$ cat src/rtl/gf2m_digit_kmul.sv
module gf2m_digit_kmul #(
  parameter int M = 12,
  parameter int D = 4,
  parameter logic [M-1:0] TAPS = 12'h009
) (
  input  logic         clk,
  input  logic         rst,
  input  logic         start,
  input  logic [M-1:0] a_in,
  input  logic [M-1:0] b_in,
  output logic         busy,
  output logic         done,
  output logic [M-1:0] c_out
);
  localparam int N  = M / D;
  localparam int H  = D / 2;
  localparam int L  = D - H;
  localparam int PW = 2*L - 1;
  localparam int DW = 2*D - 1;
  localparam int WW = M + D - 1;
  localparam int CW = $clog2(N + 1);
  localparam int LW = $clog2(N + 2) + 1;

  function automatic logic [PW-1:0] pmul(input logic [L-1:0] x, input logic [L-1:0] z);
    logic [PW-1:0] r;
    r = '0;
    for (int k = 0; k < L; k++)
      if (z[k]) r = r ^ (PW'(x) << k);
    return r;
  endfunction

  function automatic logic [DW-1:0] kmul(input logic [D-1:0] x, input logic [D-1:0] z);
    logic [L-1:0]  x0, z0, x1, z1;
    logic [PW-1:0] lo, hi, md;
    x0 = L'(x[H-1:0]);
    z0 = L'(z[H-1:0]);
    x1 = x[D-1:H];
    z1 = z[D-1:H];
    lo = pmul(x0, z0);
    hi = pmul(x1, z1);
    md = pmul(x0 ^ x1, z0 ^ z1);
    return DW'(lo) ^ (DW'(md ^ lo ^ hi) << H) ^ (DW'(hi) << (2*H));
  endfunction

  logic [M-1:0]  a_r, b_r, a_nx, c_nx;
  logic [DW-1:0] acc [N];
  logic [CW-1:0] cnt;
  logic [WW-1:0] wide;
  logic [LW-1:0] lat;

  always_comb begin
    a_nx = {a_r[M-D-1:0], {D{1'b0}}};
    for (int k = 0; k < D; k++)
      if (a_r[M-D+k]) a_nx = a_nx ^ (TAPS << k);
  end

  always_comb begin
    wide = '0;
    for (int j = 0; j < N; j++)
      wide = wide ^ (WW'(acc[j]) << (j*D));
    c_nx = wide[M-1:0];
    for (int k = 0; k < D-1; k++)
      if (wide[M+k]) c_nx = c_nx ^ (TAPS << k);
  end

  always_ff @(posedge clk) begin
    if (rst) begin
      busy  <= 1'b0;
      done  <= 1'b0;
      c_out <= '0;
      cnt   <= '0;
      a_r   <= '0;
      b_r   <= '0;
      for (int j = 0; j < N; j++) acc[j] <= '0;
    end else begin
      done <= 1'b0;
      if (!busy) begin
        if (start) begin
          a_r  <= a_in;
          b_r  <= b_in;
          cnt  <= '0;
          busy <= 1'b1;
          for (int j = 0; j < N; j++) acc[j] <= '0;
        end
      end else if (cnt < CW'(N)) begin
        for (int j = 0; j < N; j++)
          acc[j] <= acc[j] ^ kmul(b_r[D-1:0], a_r[j*D +: D]);
        a_r <= a_nx;
        b_r <= b_r >> D;
        cnt <= cnt + 1'b1;
      end else begin
        c_out <= c_nx;
        done  <= 1'b1;
        busy  <= 1'b0;
      end
    end
  end

  always_ff @(posedge clk) begin
    if (rst) lat <= '0;
    else if (start && !busy) lat <= '0;
    else if (busy) lat <= lat + 1'b1;
  end


  latency_chk: assert property (@(posedge clk) disable iff (rst)
    done |-> lat == LW'(N + 1));


  done_pulse_chk: assert property (@(posedge clk) disable iff (rst)
    done |=> !done);


  busy_end_chk: assert property (@(posedge clk) disable iff (rst)
    busy |=> (busy || done));


  done_idle_chk: assert property (@(posedge clk) disable iff (rst)
    done |-> !busy);


  hold_c_chk: assert property (@(posedge clk) disable iff (rst)
    !$stable(c_out) |-> done);


  ignore_start_chk: assert property (@(posedge clk) disable iff (rst)
    (busy && start && !done) |=> (busy || done));
endmodule

$ cat config.mk
export PLATFORM = sky130hd
export DESIGN_NAME = gf2m_digit_kmul
export DESIGN_NICKNAME = d
export VERILOG_FILES = /design/src/rtl/gf2m_digit_kmul.sv
export SDC_FILE = /design/constraint.sdc
export NUM_CORES = 1
export LEC_CHECK = 0
export ABC_AREA = 1
export CORE_ASPECT_RATIO = 0.5
export CORE_MARGIN = 5
export CORE_UTILIZATION = 56
export CTS_CLUSTER_SIZE = 10
export DETAILED_ROUTE_END_ITERATION = 6
export PLACE_DENSITY = 0.91
export SYNTH_ARGS = -nofsm -noshare
export SYNTH_HDL_FRONTEND = slang
export SYNTH_SLANG_ARGS = --single-unit
$ cat constraint.sdc
create_clock -name clk -period 2 [get_ports clk]
set_input_delay 0.4 -clock clk [delete_from_list [all_inputs] [get_ports clk]]
set_output_delay 0.4 -clock clk [all_outputs]
set_load 0.03 [all_outputs]
==> run metrics <==
fin. max-slew vios=0; Startpoint Class=register; post-cts hold buffer count=0; Synth top cells by count=112 x nand2_1, 40 x dfxtp_1, 39 x o21ai_0; worst-margin pin slew=0.495 ns; total gr overflow=0; crit path capture=acc[0][3]; max incr delay on CP=0.62 ns; minimum clock period=1.77 ns; antenna fix cells=0; pwr/cell area=869 mW/mm²; Die Span X=119 µm; Avg Cell Area, Syn=7.77 µm²; Reg2Reg Depth=7; GRT Total Usage=21.9%; Reg clk slew, reported paths=0.05 ns; CTS sink count=61; Reg power frac=42.6%; Final Cycle Share=88.4%; count of cell types in the netlist=36; # DRC=0; I/O Pins=41; P_int=2.58 mW; TNS Setup=0 ns; outcome=complete, no violations; hpwl dp=5.85 mm; Resized Gates After CTS=0; Fill cells=408; most frequent cell after synthesis=nand2_1; Crit Reg-Reg Endpoint=acc[0][3]; clk buf depth=2; Initial Utilization=59.3%; Fin. Hold Viols=0; routability cong.=0.882; Async SR Flop Fraction=0%; area of placed instances=0.00382 mm²; RSZ-0062 raised after global routing=no; Worst Setup SP=b_r[2]; final WL=8.17 mm; Layout Skew=0.00545 ns; CTS buffer count=9; WP data arrival=1.84 ns; Synth top area share=24.0%; Cell Rows=19; Reg2Reg Setup Slack=0.23 ns; most used cell, CP=nand2_1; root buffer selected by CTS=clkbuf_16; critical path class=reg2reg; Post-synth EDFFs=21; CTS tree=done; Yosys Warn Count=0; largest net degree at the start of global routing=23; Routed WL per cell=14.8 µm; first-pass detailed-route iteration total=5; max cap viols=0; Synth area leader=dfxtp_1; Synthesized Nets=458; Hold WS=0.487 ns; top cells by area, synth=dfxtp_1 24%, edfxtp_1 19%, nand2_1 13%; Post-CTS Setup Inserts=0; die height=64.6 µm; Req. time, crit path=2.07 ns; Antenna Nets Post-Route=0; nets=501; Starting DRT DRC Count=314; vias in the first global route=2,920; Cell Area, Synth=0.00334 mm²; switching fraction of total power=27.7%; core box area=0.00563 mm²; design area=0.00410 mm²; initial antenna violation count=0; Syn-to-layout area delta=22.6%; Seq cells post-synth=61; crit end category=register; R2R Path Start=b_r[2]; P_leak=1.65 nW; full die area=0.00771 mm²; first-pass GRT wire length=13.4 mm; Port Buffer Count=40; sequential area share after synthesis=42.8%; Post-synth top flop=dfxtp_1; Vias=3,042; Slowest-stage cell, CP=dfxtp_1; final setup vio count=0; Max Freq=0.565 GHz; combinational share of power=16.6%; CP cell instances=nand2_2 -> xnor2_1 -> nand2_1 -> nand2_1 -> inv_1 -> nand2_1 -> a21oi_1; Cells after Synth=430; clock latency at the later pin of the worst-skew pair=0.33 ns; share of cells above drive strength 1=9.83%; Clock H-tree levels=3; Psw=985 µW; clock power share=40.8%; vias per cell=5.52; critical-path maximum fanout=12; Worst slew margin=67.0%; Worst VDD drop=0.000565 V; HP Class=reg2reg
[sequential cells by signal, indices dropped and copies added, names as in the netlist]
name   flops
cnt        2
a_r       12
b_r       12
done       1
busy       1
acc       21
c_out     12
[per-stage QoR]
step,utilization [%],instances,setup WS [ns],power (mW)
floorplan,-,430,0.352,1.92
global placement,67.7,535,0.203,2.09
detailed placement,67.7,535,0.184,2.11
CTS,72.8,551,0.240,3.56
global route,72.8,551,0.0883,3.71
finish,72.8,551,0.231,3.56
[power by group through the flow]
stage          Sequential [mW]  Clock (mW)  Combinational, mW
2_1_floorplan             1.48           0              0.445
3_3_place_gp              1.53           0              0.559
3_5_place_dp              1.53           0              0.578
4_1_cts                   1.51        1.46              0.586
5_1_grt                   1.52        1.53              0.659
6_report                  1.52        1.45              0.592
[worst min-delay path by stage]
stage,from,end,slack [ns],cells after the start
6_report,b_r[8],b_r[8],0.49,2
5_1_grt,cnt[0],cnt[0],0.51,1
4_1_cts,cnt[0],cnt[0],0.48,1
3_5_place_dp,cnt[0],cnt[0],0.47,1
3_3_place_gp,b_r[6],b_r[6],0.46,2
2_1_floorplan,cnt[0],cnt[0],0.44,1
[cell usage in the layout, fill, tap and decap left out]
cell	n
inv_4	2
nand2_4	3
clkdlybuf4s50_1	39
or2_2	2
clkinv_2	1
inv_1	36
mux2i_1	4
xnor2_2	1
clkbuf_8	3
buf_4	10
a21oi_1	33
nand2_1	112
nand2_2	4
inv_2	3
xor2_1	9
dfxtp_1	40
xnor2_1	21
or2_1	1
o21bai_1	1
edfxtp_1	21
ha_1	1
nor2_2	1
a211oi_1	1
o21ai_1	2
a32o_1	1
o32ai_1	4
o21ai_0	39
clkbuf_1	3
nand3_1	26
clkbuf_16	9
nor2_4	1
buf_12	2
o22ai_1	7
nor2_1	28
clkinv_1	1
o22ai_2	5
nand4_1	1
[critical path: cells and delay by family (launching register included)]
family                 cells  cell delay (ns)
AO/OA/AOI/OAI              1             0.05
XOR/XNOR                   1             0.35
buffers and inverters      1             0.06
flip-flops                 1             0.62
AND/OR/NAND/NOR            4             0.43
[metal layers]
layer	part of all wire (%)	GRT usage [%]
met5	0	0
met2	45	34.9
met3	11	7.12
met4	1.7	9.09
met1	42	27.7
[layout make-up]
class,count,area [µm²],share of cell area [%]
Tap cell,73,91.3,2.23
Clock buffer,15,278,6.78
Multi-Input combinational cell,308,1630,39.7
Timing Repair Buffer,51,505,12.3
Sequential cell,61,1430,34.9
Clock inverter,1,5.00,0.122
Inverter,42,163,3.97
[kinds of logic (layout without fill, tap and decap cells)]
logic type               Yosys count  in the layout  synth area share, %
AO/OA/AOI/OAI                     93             93                 16.1
XOR/XNOR                          31             31                 8.35
adder cells (fa/ha/maj)            1              1                0.374
buffers and inverters             61            109                 8.57
flip-flops                        61             61                 42.8
multiplexers                       4              4                 1.20
AND/OR/NAND/NOR                  179            179                 22.6
Power figures use the tool's default switching activity.
